$ cat src/rtl/memload_pkg.sv
package memload_pkg;

    typedef enum logic [3:0] {
        PH_IDLE,
        PH_HALT,
        PH_SWITCH,
        PH_LOAD,
        PH_RST_ON,
        PH_CLK_ON,
        PH_RST_OFF,
        PH_RUN,
        PH_HALT2,
        PH_SWITCH2,
        PH_DUMP,
        PH_RESTORE
    } phase_e;

    typedef enum logic [2:0] {
        OP_NONE   = 3'd0,
        OP_HALT   = 3'd1,
        OP_SELECT = 3'd2,
        OP_WRITE  = 3'd3,
        OP_GO     = 3'd4,
        OP_STOP   = 3'd5,
        OP_READ   = 3'd6,
        OP_DONE   = 3'd7
    } op_e;

    // {clock run, clock select, design reset} held in each phase
    function automatic logic [2:0] phase_drive(phase_e p);
        logic [2:0] v;
        unique case (p)
            PH_IDLE:    v = 3'b100;
            PH_HALT:    v = 3'b000;
            PH_SWITCH:  v = 3'b010;
            PH_LOAD:    v = 3'b010;
            PH_RST_ON:  v = 3'b001;
            PH_CLK_ON:  v = 3'b101;
            PH_RST_OFF: v = 3'b100;
            PH_RUN:     v = 3'b100;
            PH_HALT2:   v = 3'b000;
            PH_SWITCH2: v = 3'b010;
            PH_DUMP:    v = 3'b010;
            PH_RESTORE: v = 3'b000;
            default:    v = 3'b100;
        endcase
        return v;
    endfunction

    // phases that wait on the host rather than on a timer
    function automatic logic phase_open(phase_e p);
        return (p == PH_IDLE) || (p == PH_LOAD) || (p == PH_RUN) || (p == PH_DUMP);
    endfunction

endpackage

$ cat src/rtl/memload_timer.sv
module memload_timer #(
    parameter int CW = 3
) (
    input  logic          clk,
    input  logic          rst_n,
    input  logic          load,
    input  logic [CW-1:0] load_val,
    output logic          done
);

    logic [CW-1:0] cnt_d, cnt_q;

    always_comb begin
        cnt_d = cnt_q;
        if (load) begin
            cnt_d = load_val;
        end else if (cnt_q != '0) begin
            cnt_d = cnt_q - 1'b1;
        end
    end

    always_ff @(posedge clk or negedge rst_n) begin
        if (!rst_n) begin
            cnt_q <= '0;
        end else begin
            cnt_q <= cnt_d;
        end
    end

    assign done = (cnt_q == '0);

    // a freshly loaded count only ever moves down by one per cycle
    assert_timer_step_R3: assert property (@(posedge clk) disable iff (!rst_n)
        !$past(load) && $past(cnt_q) != '0 |-> cnt_q == $past(cnt_q) - 1'b1);

endmodule

$ cat src/rtl/memload_port.sv
module memload_port #(
    parameter int NMEM   = 4,
    parameter int AW     = 10,
    parameter int DW     = 32,
    parameter int MSEL_W = 2,
    parameter int LANES  = 4
) (
    input  logic              clk,
    input  logic              rst_n,
    input  logic              wr_go,
    input  logic              rd_go,
    input  logic [MSEL_W-1:0] sel_idx,
    input  logic [AW-1:0]     addr,
    input  logic [DW-1:0]     wdata,
    input  logic [DW-1:0]     mem_rdata,
    input  logic              rsp_ready,
    output logic [NMEM-1:0]   mem_cs,
    output logic [AW-1:0]     mem_addr,
    output logic [DW-1:0]     mem_wdata,
    output logic              mem_we,
    output logic              mem_re,
    output logic [LANES-1:0]  mem_be,
    output logic              rsp_valid,
    output logic [AW-1:0]     rsp_addr,
    output logic [DW-1:0]     rsp_data,
    output logic              busy
);

    typedef struct packed {
        logic [NMEM-1:0]  cs;
        logic [AW-1:0]    addr;
        logic [DW-1:0]    wdata;
        logic             we;
        logic             re;
        logic [LANES-1:0] be;
        logic             stage;
        logic             rsp_valid;
        logic [AW-1:0]    rsp_addr;
        logic [DW-1:0]    rsp_data;
    } port_t;

    port_t st_d, st_q;
    logic [NMEM-1:0] cs_dec;

    for (genvar g = 0; g < NMEM; g++) begin : g_dec
        assign cs_dec[g] = (sel_idx == MSEL_W'(g));
    end

    always_comb begin
        st_d       = st_q;
        st_d.we    = 1'b0;
        st_d.re    = 1'b0;
        st_d.cs    = '0;
        st_d.be    = '0;
        st_d.stage = st_q.re;
        if (st_q.rsp_valid && rsp_ready) begin
            st_d.rsp_valid = 1'b0;
        end
        if (st_q.stage) begin
            st_d.rsp_valid = 1'b1;
            st_d.rsp_addr  = st_q.addr;
            st_d.rsp_data  = mem_rdata;
        end
        if (wr_go || rd_go) begin
            st_d.cs   = cs_dec;
            st_d.addr = addr;
            st_d.be   = '1;
            st_d.we   = wr_go;
            st_d.re   = rd_go;
            if (wr_go) begin
                st_d.wdata = wdata;
            end
        end
    end

    always_ff @(posedge clk or negedge rst_n) begin
        if (!rst_n) begin
            st_q <= '0;
        end else begin
            st_q <= st_d;
        end
    end

    assign mem_cs    = st_q.cs;
    assign mem_addr  = st_q.addr;
    assign mem_wdata = st_q.wdata;
    assign mem_we    = st_q.we;
    assign mem_re    = st_q.re;
    assign mem_be    = st_q.be;
    assign rsp_valid = st_q.rsp_valid;
    assign rsp_addr  = st_q.rsp_addr;
    assign rsp_data  = st_q.rsp_data;
    assign busy      = st_q.re | st_q.stage | st_q.rsp_valid;

    assert_lanes_full_R7: assert property (@(posedge clk) disable iff (!rst_n)
        (mem_we || mem_re) |-> (&mem_be));

    assert_lanes_idle_R7: assert property (@(posedge clk) disable iff (!rst_n)
        !(mem_we || mem_re) |-> (mem_be == '0) && (mem_cs == '0));

    assert_one_target_R4: assert property (@(posedge clk) disable iff (!rst_n)
        (mem_we || mem_re) |-> $countones(mem_cs) == 1);

    assert_word_held_R8: assert property (@(posedge clk) disable iff (!rst_n)
        rsp_valid && !rsp_ready |=> rsp_valid && $stable(rsp_data) && $stable(rsp_addr));

    assert_word_after_read_R8: assert property (@(posedge clk) disable iff (!rst_n)
        $rose(rsp_valid) |-> $past(mem_re, 2));

endmodule

$ cat src/rtl/memload_seq.sv
module memload_seq
    import memload_pkg::*;
#(
    parameter int NMEM     = 4,
    parameter int AW       = 10,
    parameter int DW       = 32,
    parameter int SETTLE   = 4,
    parameter int RST_HOLD = 8,
    localparam int MSEL_W  = (NMEM > 1) ? $clog2(NMEM) : 1,
    localparam int LANES   = (DW + 7) / 8
) (
    input  logic              clk,
    input  logic              rst_n,
    input  logic              cmd_valid,
    output logic              cmd_ready,
    input  logic [2:0]        cmd_op,
    input  logic [MSEL_W-1:0] cmd_mem,
    input  logic [AW-1:0]     cmd_addr,
    input  logic [DW-1:0]     cmd_data,
    output logic              rsp_valid,
    input  logic              rsp_ready,
    output logic [AW-1:0]     rsp_addr,
    output logic [DW-1:0]     rsp_data,
    output logic              clk_run,
    output logic              clk_sel,
    output logic              dut_rst,
    output logic [NMEM-1:0]   mem_cs,
    output logic [AW-1:0]     mem_addr,
    output logic [DW-1:0]     mem_wdata,
    output logic              mem_we,
    output logic              mem_re,
    output logic [LANES-1:0]  mem_be,
    input  logic [DW-1:0]     mem_rdata
);

    localparam int TMAX = (SETTLE > RST_HOLD) ? SETTLE : RST_HOLD;
    localparam int CW   = $clog2(TMAX + 1);
    localparam logic [CW-1:0]     T_ONE    = '0;
    localparam logic [CW-1:0]     T_SETTLE = CW'(SETTLE - 1);
    localparam logic [CW-1:0]     T_HOLD   = CW'(RST_HOLD - 1);
    localparam logic [MSEL_W:0]   NMEM_V   = (MSEL_W + 1)'(NMEM);

    typedef struct packed {
        phase_e            ph;
        logic [MSEL_W-1:0] msel;
        logic              run;
        logic              sel;
        logic              rst;
    } fsm_t;

    fsm_t fsm_d, fsm_q;

    logic          tmr_load;
    logic [CW-1:0] tmr_val;
    logic          tmr_done;
    logic          wr_go, rd_go;
    logic          accept;
    logic          busy;
    logic          sel_ok;
    op_e           op;

    assign cmd_ready = phase_open(fsm_q.ph) && !busy;
    assign accept    = cmd_valid && cmd_ready;
    assign op        = op_e'(cmd_op);
    assign sel_ok    = ({1'b0, cmd_mem} < NMEM_V);

    always_comb begin
        fsm_d    = fsm_q;
        tmr_load = 1'b0;
        tmr_val  = T_ONE;
        wr_go    = 1'b0;
        rd_go    = 1'b0;
        unique case (fsm_q.ph)
            PH_IDLE: begin
                if (accept && op == OP_HALT) begin
                    fsm_d.ph = PH_HALT;
                    tmr_load = 1'b1;
                    tmr_val  = T_ONE;
                end
            end
            PH_HALT: begin
                if (tmr_done) begin
                    fsm_d.ph = PH_SWITCH;
                    tmr_load = 1'b1;
                    tmr_val  = T_SETTLE;
                end
            end
            PH_SWITCH: begin
                if (tmr_done) fsm_d.ph = PH_LOAD;
            end
            PH_LOAD: begin
                if (accept) begin
                    case (op)
                        OP_SELECT: if (sel_ok) fsm_d.msel = cmd_mem;
                        OP_WRITE:  wr_go = 1'b1;
                        OP_GO: begin
                            fsm_d.ph = PH_RST_ON;
                            tmr_load = 1'b1;
                            tmr_val  = T_SETTLE;
                        end
                        default: ;
                    endcase
                end
            end
            PH_RST_ON: begin
                if (tmr_done) begin
                    fsm_d.ph = PH_CLK_ON;
                    tmr_load = 1'b1;
                    tmr_val  = T_HOLD;
                end
            end
            PH_CLK_ON: begin
                if (tmr_done) begin
                    fsm_d.ph = PH_RST_OFF;
                    tmr_load = 1'b1;
                    tmr_val  = T_ONE;
                end
            end
            PH_RST_OFF: begin
                if (tmr_done) fsm_d.ph = PH_RUN;
            end
            PH_RUN: begin
                if (accept && op == OP_STOP) begin
                    fsm_d.ph = PH_HALT2;
                    tmr_load = 1'b1;
                    tmr_val  = T_ONE;
                end
            end
            PH_HALT2: begin
                if (tmr_done) begin
                    fsm_d.ph = PH_SWITCH2;
                    tmr_load = 1'b1;
                    tmr_val  = T_SETTLE;
                end
            end
            PH_SWITCH2: begin
                if (tmr_done) fsm_d.ph = PH_DUMP;
            end
            PH_DUMP: begin
                if (accept) begin
                    case (op)
                        OP_SELECT: if (sel_ok) fsm_d.msel = cmd_mem;
                        OP_READ:   rd_go = 1'b1;
                        OP_DONE: begin
                            fsm_d.ph = PH_RESTORE;
                            tmr_load = 1'b1;
                            tmr_val  = T_SETTLE;
                        end
                        default: ;
                    endcase
                end
            end
            PH_RESTORE: begin
                if (tmr_done) fsm_d.ph = PH_IDLE;
            end
            default: fsm_d.ph = PH_IDLE;
        endcase
        {fsm_d.run, fsm_d.sel, fsm_d.rst} = phase_drive(fsm_d.ph);
    end

    always_ff @(posedge clk or negedge rst_n) begin
        if (!rst_n) begin
            fsm_q      <= '0;
            fsm_q.ph   <= PH_IDLE;
            fsm_q.run  <= 1'b1;
        end else begin
            fsm_q <= fsm_d;
        end
    end

    memload_timer #(
        .CW (CW)
    ) u_timer (
        .clk      (clk),
        .rst_n    (rst_n),
        .load     (tmr_load),
        .load_val (tmr_val),
        .done     (tmr_done)
    );

    memload_port #(
        .NMEM   (NMEM),
        .AW     (AW),
        .DW     (DW),
        .MSEL_W (MSEL_W),
        .LANES  (LANES)
    ) u_port (
        .clk       (clk),
        .rst_n     (rst_n),
        .wr_go     (wr_go),
        .rd_go     (rd_go),
        .sel_idx   (fsm_q.msel),
        .addr      (cmd_addr),
        .wdata     (cmd_data),
        .mem_rdata (mem_rdata),
        .rsp_ready (rsp_ready),
        .mem_cs    (mem_cs),
        .mem_addr  (mem_addr),
        .mem_wdata (mem_wdata),
        .mem_we    (mem_we),
        .mem_re    (mem_re),
        .mem_be    (mem_be),
        .rsp_valid (rsp_valid),
        .rsp_addr  (rsp_addr),
        .rsp_data  (rsp_data),
        .busy      (busy)
    );

    assign clk_run = fsm_q.run;
    assign clk_sel = fsm_q.sel;
    assign dut_rst = fsm_q.rst;

    assert_access_halted_R2: assert property (@(posedge clk) disable iff (!rst_n)
        (mem_we || mem_re) |-> !clk_run && clk_sel);

    assert_select_quiet_R3: assert property (@(posedge clk) disable iff (!rst_n)
        !$stable(clk_sel) |-> !clk_run && !$past(clk_run));

    assert_write_in_load_R4: assert property (@(posedge clk) disable iff (!rst_n)
        mem_we |-> fsm_q.ph == PH_LOAD);

    assert_reset_before_run_R5: assert property (@(posedge clk) disable iff (!rst_n)
        $rose(dut_rst) |-> !clk_run);

    assert_release_while_running_R5: assert property (@(posedge clk) disable iff (!rst_n)
        $fell(dut_rst) |-> clk_run && $past(clk_run));

    assert_read_in_dump_R8: assert property (@(posedge clk) disable iff (!rst_n)
        mem_re |-> fsm_q.ph == PH_DUMP && !cmd_ready);

    assert_timed_not_ready_R11: assert property (@(posedge clk) disable iff (!rst_n)
        !phase_open(fsm_q.ph) |-> !cmd_ready);

endmodule

$ cat config.mk
export PLATFORM = sky130hd
export DESIGN_NAME = memload_seq
export DESIGN_NICKNAME = d
export VERILOG_FILES = /design/src/rtl/memload_pkg.sv /design/src/rtl/memload_timer.sv /design/src/rtl/memload_port.sv /design/src/rtl/memload_seq.sv
export SDC_FILE = /design/constraint.sdc
export NUM_CORES = 1
export LEC_CHECK = 0
export ABC_AREA = 1
export BUFFER_PORTS_ARGS = -buffer_cell sky130_fd_sc_hd__buf_4
export CAP_MARGIN = 30
export CORE_MARGIN = 4
export CORE_UTILIZATION = 25
export CTS_CLUSTER_DIAMETER = 50
export DETAILED_ROUTE_END_ITERATION = 8
export SLEW_MARGIN = 25
export SYNTH_ARGS = -nofsm -noshare
export SYNTH_HDL_FRONTEND = slang
export SYNTH_HIERARCHICAL = 1
export SYNTH_SLANG_ARGS = --single-unit
$ cat constraint.sdc
create_clock -name clk -period 4.7 [get_ports clk]
set_clock_uncertainty 0.05 [all_clocks]
set_input_delay 0.94 -clock clk [delete_from_list [all_inputs] [get_ports clk]]
set_output_delay 0.94 -clock clk [all_outputs]
set_load 0.05 [all_outputs]
Word level (Yosys, flattened, before mapping). Memory sizes are Yosys's and may differ from the RTL's. A register that Yosys moved wholly into a read port is not among the register bits. Cells that the tools add are included.

Equality and inequality tests: 23. Multiplexer cells: 44. Add/sub/neg operators: 1. Bitwise gates (word level): 2. Reductions and logical operators: 22.

Operators by type and width (number): $mux W4 (14); $mux W52 (1); $pmux W4 S12 (1); $mux W43 (1); $mux W32 (1); $eq A4 B3 Y1 const B (4); $eq A4 B4 Y1 const B (4); $mux W1 (14); $eq A3 B3 Y1 const B (4); $mux W2 (6); $mux W6 (2); $pmux W3 S4 (1); $eq A4 B2 Y1 const B (2); $logic_not A4 Y1 (2); $eq A3 B2 Y1 const B (2); $reduce_bool A2 Y1 (3); $logic_and A1 B1 Y1 (5); $pmux W1 S5 (1); $eq A2 B2 Y1 const B (2); $eq A4 B1 Y1 const B (1); $logic_or A1 B1 Y1 (4); $ne A2 B2 Y1 const B (2); $pmux W2 S2 (1); $reduce_bool A4 Y1 (1); 11 further kinds (13).

Input bits: 83. Bits in registers: 106. Word-level logic and storage cells: 106. Output and inout bits: 99. Memories kept: 1. ROM bits: 48.

Memories: (name not given) (depth 16, width 3, rd ports 1, clocked after memory_dff 1, wr ports 0, RTL line memload_pkg.sv:32) `unique case (p)`.

Logic depth before layout (Yosys ltp). Gate-level depths: netlist of run 1.

Word-level depth: 10. Depth in mapped cells: 16. Mapped depth without buffers: 16.

Modules after synthesis. The synthesis of run 1 kept the hierarchy.

Modules (own cells, without submodules): memload_port (times used 1, area each 3560.9 µm², seq. area each 2327.2 µm², cells an instance 386); memload_seq (times used 1, area each 794.5 µm², seq. area each 226.5 µm², cells an instance 120); memload_timer (times used 1, area each 242.7 µm², seq. area each 100.1 µm², cells an instance 34).

Worst setup path after synthesis of run 1. Ideal clock, no wire load.

Path type: reg2reg. Start: register u_port.st_q (netlist bit u_port/mem_re). End: register u_port.st_q (netlist bit u_port/mem_addr[4]). Clock period less this slack: 2.334 ns. Stages on the path, launching flop included: 9. Buffers on the path: 1. Data required time: 4.584 ns. Path slack: 2.366 ns. Setup time: 0.066 ns. Arrival time: 2.218 ns. Cell sequence: dfrtp_1 nor2_1 nand2_1 nor2_4 nand3_1 nor3_1 clkbuf_2 o21ai_0 nand2_1.

Cells in the longest elaborated chain, start to end: 8. Elaborated cells on any way between the ends: 10. Those cells by class: mux (4); bitwise (2); reduce/logical (4).

RTL lines: start, declared (RTL line memload_port.sv:42) `port_t st_d, st_q;`; start signal, assigned (RTL line memload_port.sv:80) `st_q <= st_d;`; $or A1 B1 Y1 (2 in series) (RTL line memload_port.sv:93) `assign busy = st_q.re | st_q.stage | st_q.rsp_valid;`; via busy (RTL line memload_seq.sv:58) `logic busy;`; $logic_not A1 Y1 (RTL line memload_seq.sv:62) `assign cmd_ready = phase_open(fsm_q.ph) && !busy;`; $logic_and A1 B1 Y1 (RTL line memload_seq.sv:62); via cmd_ready (RTL line memload_seq.sv:15) `output logic cmd_ready,`; $logic_and A1 B1 Y1 (RTL line memload_seq.sv:63) `assign accept = cmd_valid && cmd_ready;`; $mux W1 (RTL line memload_seq.sv:140) `if (accept) begin`; $mux W1 (RTL line memload_seq.sv:73) `unique case (fsm_q.ph)`; via rd_go (RTL line memload_seq.sv:56) `logic wr_go, rd_go;`; $logic_or A1 B1 Y1 (RTL line memload_port.sv:64) `if (wr_go || rd_go) begin`.

The timed path passes the listed nets, and every way through them passes these cells. A chain may end at the register's enable or synchronous reset.

Worst setup path after layout of run 1.
Start: register fsm_q[6] (netlist bit). End: output port cmd_ready.

Cells in the longest elaborated chain, start to end: 5. Elaborated cells on any way between the ends: 8. Those cells by class: eq/ne (3); reduce/logical (5).

RTL lines: start, declared (RTL line memload_seq.sv:51) `fsm_t fsm_d, fsm_q;`; start signal, assigned (RTL line memload_seq.sv:167) `fsm_q <= fsm_d;`; $eq A4 B2 Y1 or $logic_not A4 Y1 (tied branches) (RTL line memload_pkg.sv:52) `return (p == PH_IDLE) || (p == PH_LOAD) || (p == PH_RUN) || (p == PH_DUMP);`; $logic_or A1 B1 Y1 (2 in series) (RTL line memload_pkg.sv:52); $logic_or A1 B1 Y1 (*) (RTL line memload_pkg.sv:52); $logic_and A1 B1 Y1 (*) (RTL line memload_seq.sv:62); end, declared (RTL line memload_seq.sv:15).

Every way passes the cells marked *; elsewhere a longest branch is shown, timed or not.

==> results.toml, run 1 <==
[synth]
synth-main-ff-cell = "dfrtp_1"
synth.area.top_cells = "dfrtp_1 (57%), nand2_1 (18%), o21ai_0 (5.9%)"
yosysUniqueCellTypes = 30
synth_edf_count = 0
yosysWarningCount = 6
synth_area_leader_cell = "dfrtp_1"
synthCells = 540
synth_top_area_share = 0.571
syn_avg_cell_area_um2 = 8.52
syn-num-nets = 626
syn_area_um2 = 4600
postSynth.asyncResetShare = 1.00
ys_seq_area_frac = 0.577
ys_ff_latch = 106

[critical_path]
critPathRequiredTime_ns = 3.71
arrival_ns = 1.69
crit_type = "reg2out"
startpoint_type = "flip-flop"
critPathMaxStageDelay_ns = 0.52
crit_top_cell = "nand2_2"
crit_chain = "inv_1 > nor2_1 > nand2_2 > nand2_2 > nor2_2 > nor2_4 > buf_4"
r2r_end = "u_port/mem_addr[0]"
endpoint_kind = "output port"
slowest_stage = "dfrtp_1"
rrSetupSlack_ns = 2.26
worstPathMaxFanout = 8
ff2ff_path_depth = 12
cp-startpoint = "fsm_q[6]"
rr_startpoint = "fsm_q[6]"
crit_path_end = "cmd_ready"

[cts]
worst_skew_pair.late_latency_ns = 0.35
clk_path_buf_depth = 2
clk_pin_slew_ns = 0.07
cts.sinks = 106
cts_buffers = 9
cts_root_buffer = "clkbuf_16"
cts_max_level = 3
cts_resized = 0
ctsHoldBuffers = 0
post_cts_buffers = 0
cts_tree = "done"

[finish]
area_growth_syn_to_layout_pct = 39.6
seqCellArea_um2 = 2650
stdcell_count = 945
drive_gt1_frac = 0.313
layout.nets = 797
multi_input_area_um2 = 1560
diodes = 0
fill_cells = 1896

[timing]
period_minus_slack_ns = 2.68
final_max_slew_viol_count = 0
max_freq_ghz = 0.373
layout_setup_ws_ns = 2.02
setup-tns-final_ns = 0
worst_slew_pin_slew_ns = 0.735
finalHoldViolCount = 0
rsz0062_at_grt = "false"
setup_viol = 0
max-slew-margin-rel = 0.509
finalCritPeriodShare = 0.570

[global_route]
grt_use_total = 0.118
antenna_found_initial = 1
grt_max_degree = 77
first_global_vias = 3689
grt-ovfl-total = 0
grt_pass1_wl_um = 19000

[status]
status = "completed"

[pwr]
fin_total_pwr_w = 0.00339
power_frac_seq = 0.364
clockPowerShare = 0.227
power_switching_w = 0.00143
ir_drop_mv = 0.267
switching_share = 0.423
leakage_nw = 3.38
power_density_nw_per_um2 = 528
combPwrFrac = 0.409
p_int_w = 0.00195

[floorplan]
core_area_um2 = 18000
rows = 49
die_x_um = 144
dieArea_um2 = 20600
start_util = 0.255
die_y_um = 144
ios = 182

[route]
ant_nets = 0
num_vias = 3969
vias_per_cell = 4.20
wl_per_cell_um = 13.2
drtIter0Drc = 140
wirelength_um = 12500
firstDrtPassIters = 4
drc = 0

[place]
port-buffer-count = 181
post-place-ws_ns = 2.22
placedCellCount = 929
place_hpwl_um = 9120
gp_congestion = 0.798

[run]
drv_cap = 0

[worst_hold_path]
hold_class = "reg2reg"
## logic make-up after synthesis
| logic type | share of synthesized area |
|---|---|
| AOI/OAI and AO/OA | 0.0667 |
| xor gates and xnor gates | 0.00191 |
| adders and majority gates | 0.00816 |
| buffers and inverters | 0.0857 |
| DFF | 0.577 |
| muxes | 0.00490 |
| other | 0.000816 |
| and+or+nand+nor | 0.255 |
## synth_stat cells, types with 2 or more instances
cell type  instances
nand4_1            6
buf_4             13
nor2_1            26
clkbuf_1           5
nor3_1             4
inv_1             57
nand2_2            4
nand3_2            2
dfrtp_1          105
nor2_4             2
buf_6              2
o211ai_1           2
nand2_1          222
o21ai_0           54
nand3_1            8
inv_2              3
ha_1               3
mux2_2             2
buf_2              5
nor2_2             5
## critical path: cells and delay by family (launching register included)
kind                   cells  cell delay, ns
and+or+nand+nor            5            0.49
DFF                        1            0.52
buffers and inverters      2            0.32
## worst min path at each step
stage | to | slack [ns] | from | depth (start not counted)
floorplan | u_port/mem_cs[3] | 0.46 | fsm_q[3] | 2
global placement | u_port/st_q[43] | 0.35 | u_port/mem_re | 0
detailed placement | u_port/st_q[43] | 0.34 | u_port/mem_re | 0
CTS | u_port/st_q[43] | 0.36 | u_port/mem_re | 0
global route | u_port/st_q[43] | 0.37 | u_port/mem_re | 0
finish | u_port/st_q[43] | 0.35 | u_port/mem_re | 0
## state kept, by name, summed over array words and instances, names as in the netlist
| register | count |
|---|---|
| fsm_q | 6 |
| u_port/rsp_addr | 10 |
| u_port/st_q | 1 |
| u_port/mem_addr | 10 |
| u_port/rsp_valid | 1 |
| u_port/mem_we | 1 |
| u_port/mem_wdata | 32 |
| u_port/mem_re | 1 |
| u_port/rsp_data | 32 |
| clk_run | 1 |
| u_port/mem_be | 1 |
| u_timer/cnt_q | 4 |
| u_port/mem_cs | 4 |
| clk_sel | 1 |
| dut_rst | 1 |
## cell usage in the layout (no fill, tap or decap), types with 2 or more instances in the layout
cell type	instances
buf_4	186
clkbuf_1	2
clkbuf_16	9
clkinv_2	2
dfrtp_1	105
ha_1	3
inv_1	57
inv_2	3
mux2_2	2
nand2_1	222
nand2_2	4
nand3_1	8
nand3_2	2
nand4_1	6
nor2_1	26
nor2_2	5
nor2_4	2
nor3_1	2
nor3_2	2
o211ai_1	2
o21ai_0	54
## routing by layer
metal	vias to the layer above	wire length, um	global-route usage
met5	-	20	0
met3	17	1310	0.0429
met1	1787	5550	0.161
met4	2	211	0.0387
met2	159	5410	0.172
li1	2004	-	-
## final cells by class
class                           count  area share
Sequential cell                   106       0.414
Timing Repair Buffer              186       0.218
Clock inverter                      4     0.00760
Inverter                           60      0.0351
Tap cell                          229      0.0446
Multi-Input combinational cell    348       0.243
Clock buffer                       12      0.0384
## stage by stage
step / instance area (um^2) / hold slack, ns / util
after global placement: 6110 / 0.354 / 0.339
after detailed placement: 6120 / 0.340 / 0.340
after CTS: 6420 / 0.358 / 0.356
after global routing: 6420 / 0.370 / 0.356
after floorplan: 4600 / 0.458 / -
final: 6420 / 0.355 / 0.356
## power groups by stage
stage                     Clock [W]  Sequential [W]  Combinational, W
final                      0.000768         0.00123           0.00139
after global placement            0         0.00125           0.00139
after detailed placement          0         0.00125           0.00140
after CTS                  0.000804         0.00124           0.00140
after global routing       0.000843         0.00126           0.00150
after floorplan                   0         0.00171          0.000483
No activity file was read; power rests on OpenSTA's default activity.
==> run 2: changes to the inputs <==
==> constraint.sdc (replaced) <==
create_clock -name clk -period 2.29 [get_ports clk]
set_clock_uncertainty 0.05 [all_clocks]
set_input_delay 0.458 -clock clk [delete_from_list [all_inputs] [get_ports clk]]
set_output_delay 0.458 -clock clk [all_outputs]
set_load 0.05 [all_outputs]
==> results.toml, run 2 (synthesis results as in run 1) <==
[critical_path]
endpoint_kind = "output port"
crit_type = "reg2out"
r2r_end = "u_port/mem_addr[6]"
slowest_stage = "dfrtp_1"
rr_startpoint = "fsm_q[8]"
startpoint_type = "flip-flop"
crit_chain = "inv_2 > nor2_2 > nand2_2 > nand2_2 > nor2_2 > nor2_4 > buf_4"
crit_buf_inv = 2
ff2ff_path_depth = 12
critPathRequiredTime_ns = 1.78
critPathMaxStageDelay_ns = 0.44
arrival_ns = 1.64
worstPathMaxFanout = 6
rrSetupSlack_ns = 0.22
crit_family = "simple AND/OR/NAND/NOR gates"

[place]
gp_congestion = 0.840
placedCellCount = 933
placed_cell_area_um2 = 6180
port-buffer-count = 181
place_hpwl_um = 9040

[route]
vias_per_cell = 4.13
ant_nets = 0
drtIter0Drc = 158
wirelength_um = 12200
firstDrtPassIters = 4
wl_per_cell_um = 12.9
drc = 0
num_vias = 3928

[pwr]
power_switching_w = 0.00299
combPwrFrac = 0.404
switching_share = 0.417
power_frac_seq = 0.353
ir_drop_mv = 0.523
leakage_nw = 3.42
power_density_nw_per_um2 = 1100
clockPowerShare = 0.243
p_int_w = 0.00418

[finish]
multi_input_area_um2 = 1580
area_growth_syn_to_layout_pct = 42.3
fill_cells = 1874
layout.nets = 802
layout_commonest_cell = "nand2_1"
seqCellArea_um2 = 2660
layout_common_cells = "nand2_1 (222), buf_4 (188), dfrtp_1 (104)"
fin_area_um2 = 6540
diodes = 0
stdcell_count = 950
drive_gt1_frac = 0.327

[floorplan]
start_util = 0.255
die_x_um = 144
core_area_um2 = 18000
die_y_um = 144
rows = 49
dieArea_um2 = 20600
ios = 182

[timing]
finalHoldViolCount = 0
max_freq_ghz = 0.465
setup-tns-final_ns = 0
finalCritPeriodShare = 0.939
rsz0062_at_grt = "false"
period_minus_slack_ns = 2.15
final_max_slew_viol_count = 0
setup_viol = 0

[cts]
cts_root_buffer = "clkbuf_16"
cts.sinks = 106
clk_pin_slew_ns = 0.08
clk_path_buf_depth = 2
cts_tree = "done"
cts_buffers = 9
cts_max_level = 3
worst_skew_pair.late_latency_ns = 0.35
post_cts_buffers = 0

[global_route]
antenna_found_initial = 0
grt_max_degree = 77
grt_use_total = 0.118
grt_pass1_wl_um = 19300
first_global_vias = 3782
grt-ovfl-total = 0

[worst_hold_path]
min_to = "u_port/rsp_data[26]"
min-delay-start = "mem_rdata[26]"
hold_class = "in2reg"
min_path_cells = 3

[run]
drv_cap = 0

[status]
status = "completed"
==> run 2: cell count changes in the layout (fill, tap and decap cells not counted), sizes merged <==
cell         change
buf              +3
bufinv           +1
clkbuf           -1
clkinv           -1
clkinvlp         +1
dlygate4sd3      +1
inv              +1
==> run 2: worst reg2reg max path, stage by stage, from the launching register on <==
cell	delay (ns)
dfrtp_1	0.44
inv_2	0.08
nor2_2	0.17
nand2_2	0.10
nand2_2	0.08
nor2_2	0.05
nor2_4	0.14
nand2_1	0.10
nor3_2	0.17
clkbuf_16	0.30
nor2_8	0.14
nand2_1	0.08
nand2_1	0.05
==> run 2: layer usage <==
layer	vias to the layer above	GRT usage	share of wire	wire length [um]
met5	-	0	0	0
met4	0	0.0446	0.015	185
met3	12	0.0309	0.089	1090
met2	143	0.183	0.44	5340
met1	1765	0.159	0.46	5620
li1	2008	-	-	-
==> run 2: power by group through the flow <==
stage                     Sequential [W]  Clock, W  Combinational (W)
after floorplan                  0.00352         0           0.000992
after global placement           0.00256         0            0.00289
after detailed placement         0.00255         0            0.00291
after CTS                        0.00253   0.00181            0.00291
after global routing             0.00260   0.00189            0.00318
final                            0.00253   0.00174            0.00290
==> run 2: worst max path at each step <==
stage,depth (start not counted),end,start
2_1_floorplan,10,u_port/mem_addr[4],u_port/mem_re
3_3_place_gp,16,clk_sel,u_timer/cnt_q[0]
3_5_place_dp,12,u_port/mem_addr[5],fsm_q[6]
4_1_cts,7,cmd_ready,fsm_q[6]
5_1_grt,12,u_port/mem_addr[8],fsm_q[8]
6_report,7,cmd_ready,fsm_q[8]
==> run 2: repair_timing <==
action,4_1_cts,5_1_grt
hold buffers,1,0
setup endpoints to repair,0,27
hold endpoints to repair,12,0
resized for setup,0,8
==> run 2: layout make-up <==
class                      count  area share
sequential                   106       0.406
clock inverter                 6      0.0147
timing repair buffer         191       0.224
inverter                      60      0.0344
tap                          229      0.0438
multi-input combinational    348       0.241
clock buffer                  10      0.0365
==> run 2: per-stage QoR <==
| step | util | hold WS (ns) | worst slack [ns] | total power, W |
|---|---|---|---|---|
| floorplan | - | 0.112 | 0.0384 | 0.00451 |
| global placement | 0.343 | 0.287 | 0.207 | 0.00545 |
| detailed placement | 0.343 | 0.283 | 0.162 | 0.00546 |
| CTS | 0.362 | 0.234 | 0.0969 | 0.00725 |
| global route | 0.363 | 0.248 | 0.00238 | 0.00766 |
| finish | 0.363 | 0.252 | 0.140 | 0.00717 |
==> run 3: changes to the inputs <==
--- a/config.mk
+++ b/config.mk
@@ -12,6 +12,7 @@
 export CORE_UTILIZATION = 25
 export CTS_CLUSTER_DIAMETER = 50
 export DETAILED_ROUTE_END_ITERATION = 8
+export PLACE_DENSITY = 0.52
 export SLEW_MARGIN = 25
 export SYNTH_ARGS = -nofsm -noshare
 export SYNTH_HDL_FRONTEND = slang
==> results.toml, run 3 (synthesis results as in run 1) <==
[status]
status = "completed"

[finish]
layout.nets = 810
seqCellArea_um2 = 2660
fill_cells = 1864
utilization = 0.365
layout_commonest_cell = "nand2_1"
multi_input_area_um2 = 1570
diodes = 0
layout_common_cells = "nand2_1 (222), buf_4 (194), dfrtp_1 (103)"
drive_gt1_frac = 0.333
fin_area_um2 = 6590
stdcell_count = 958
area_growth_syn_to_layout_pct = 43.3

[global_route]
use_met1 = 0.169
antenna_found_initial = 0
grt_pass1_wl_um = 20200
grt_use_total = 0.124
grt-ovfl-total = 0
grtUsageMet2 = 0.190
grt_max_degree = 44
busiest_layer = "met2"
use_met3 = 0.0383
first_global_vias = 3825

[cts]
cts.sinks = 106
cts_max_level = 3
cts_root_buffer = "clkbuf_16"
ctsHoldBuffers = 0
clk_pin_slew_ns = 0.07
cts_buffers = 9
worst_skew_pair.late_latency_ns = 0.35
cts_tree = "done"
post_cts_buffers = 0
clk_path_buf_depth = 2

[timing]
max_freq_ghz = 0.473
setup_viol = 0
rsz0062_at_grt = "false"
finalCritPeriodShare = 0.923
max-slew-margin-rel = 0.588
period_minus_slack_ns = 2.11
setup-tns-final_ns = 0
final_max_slew_viol_count = 0
finalHoldViolCount = 0
worst_slew_pin_slew_ns = 0.619

[place]
port-buffer-count = 181
place_hpwl_um = 9540
gp_congestion = 0.862
placedCellCount = 942
placed_cell_area_um2 = 6280

[floorplan]
dieArea_um2 = 20600
ios = 182
start_util = 0.255
rows = 49
die_x_um = 144
core_area_um2 = 18000
die_y_um = 144

[pwr]
power_frac_seq = 0.363
power_density_nw_per_um2 = 1060
p_int_w = 0.00397
leakage_nw = 3.46
combPwrFrac = 0.418
switching_share = 0.431
power_switching_w = 0.00301
clockPowerShare = 0.219
ir_drop_mv = 0.510

[run]
drv_cap = 0

[route]
firstDrtPassIters = 4
drc = 0
vias_per_cell = 4.15
ant_nets = 0
wl_per_cell_um = 13.3
drtIter0Drc = 139
wirelength_um = 12700
num_vias = 3974

[critical_path]
slowest_stage = "dfrtp_1"
arrival_ns = 1.61
crit_family = "simple AND/OR/NAND/NOR gates"
critPathRequiredTime_ns = 1.78
endpoint_kind = "output port"
crit_type = "reg2out"
startpoint_type = "flip-flop"
worstPathMaxFanout = 6
critPathMaxStageDelay_ns = 0.44
crit_chain = "nor2_2 > nand2_2 > nand2_2 > nor2_2 > nor2_4 > buf_4"
crit_buf_inv = 1

[worst_hold_path]
hold_class = "in2async"
==> run 3: changes by cell type in the layout (fill, tap and decap cells not counted), sizes merged <==
cell,delta
buf,+10
clkinv,+4
bufinv,-2
inv,-2
clkinvlp,-1
dlygate4sd3,-1
==> run 3: per-stage QoR <==
step	setup slack, ns	total power [W]	hold slack, ns
global placement	0.152	0.00550	0.339
detailed placement	0.189	0.00550	0.344
finish	0.176	0.00698	0.0637
CTS	0.0781	0.00709	0.0908
global route	0.00869	0.00747	0.0997
floorplan	0.0384	0.00451	0.112
==> run 3: area by class of cell <==
type | instances | area share
clock buffers | 11 | 0.0368
clock inverters | 5 | 0.00779
inverters | 60 | 0.0342
multi-input cells | 348 | 0.238
flip-flops and latches | 106 | 0.403
well taps | 229 | 0.0435
repair buffers | 199 | 0.236
==> run 3: power groups by stage <==
| stage | Combinational, W | Sequential, W | Clock, W |
|---|---|---|---|
| global placement | 0.00295 | 0.00256 | 0 |
| floorplan | 0.000992 | 0.00352 | 0 |
| detailed placement | 0.00295 | 0.00255 | 0 |
| CTS | 0.00295 | 0.00253 | 0.00161 |
| global route | 0.00321 | 0.00259 | 0.00167 |
| finish | 0.00292 | 0.00253 | 0.00153 |
==> run 3: repair_timing <==
| action | CTS | global route |
|---|---|---|
| endpoints found under the setup margin | 0 | 25 |
| resized for setup | 0 | 6 |
| endpoints found under the hold margin | 0 | 0 |
==> run 3: final timing paths <==
kind                                  start                  end  slack (ns)  cells past startpoint
setup / recovery                   fsm_q[7]            cmd_ready        0.18                      6
min in group clk                  rsp_ready     u_port/rsp_valid        0.24                      2
setup reg to reg           u_timer/cnt_q[0]              clk_sel        0.25                     16
max in group asynchronous             rst_n  u_port/mem_wdata[9]        1.51                      2
hold reg to reg               u_port/mem_re      u_port/st_q[43]        0.35                      0
hold / removal                        rst_n  u_port/rsp_data[24]        0.06                      1
==> run 3: layer usage <==
| layer | vias to the layer above | wire length [um] |
|---|---|---|
| met2 | 145 | 5630 |
| met5 | - | 0 |
| met3 | 11 | 1150 |
| met4 | 0 | 189 |
| li1 | 2023 | - |
| met1 | 1795 | 5770 |
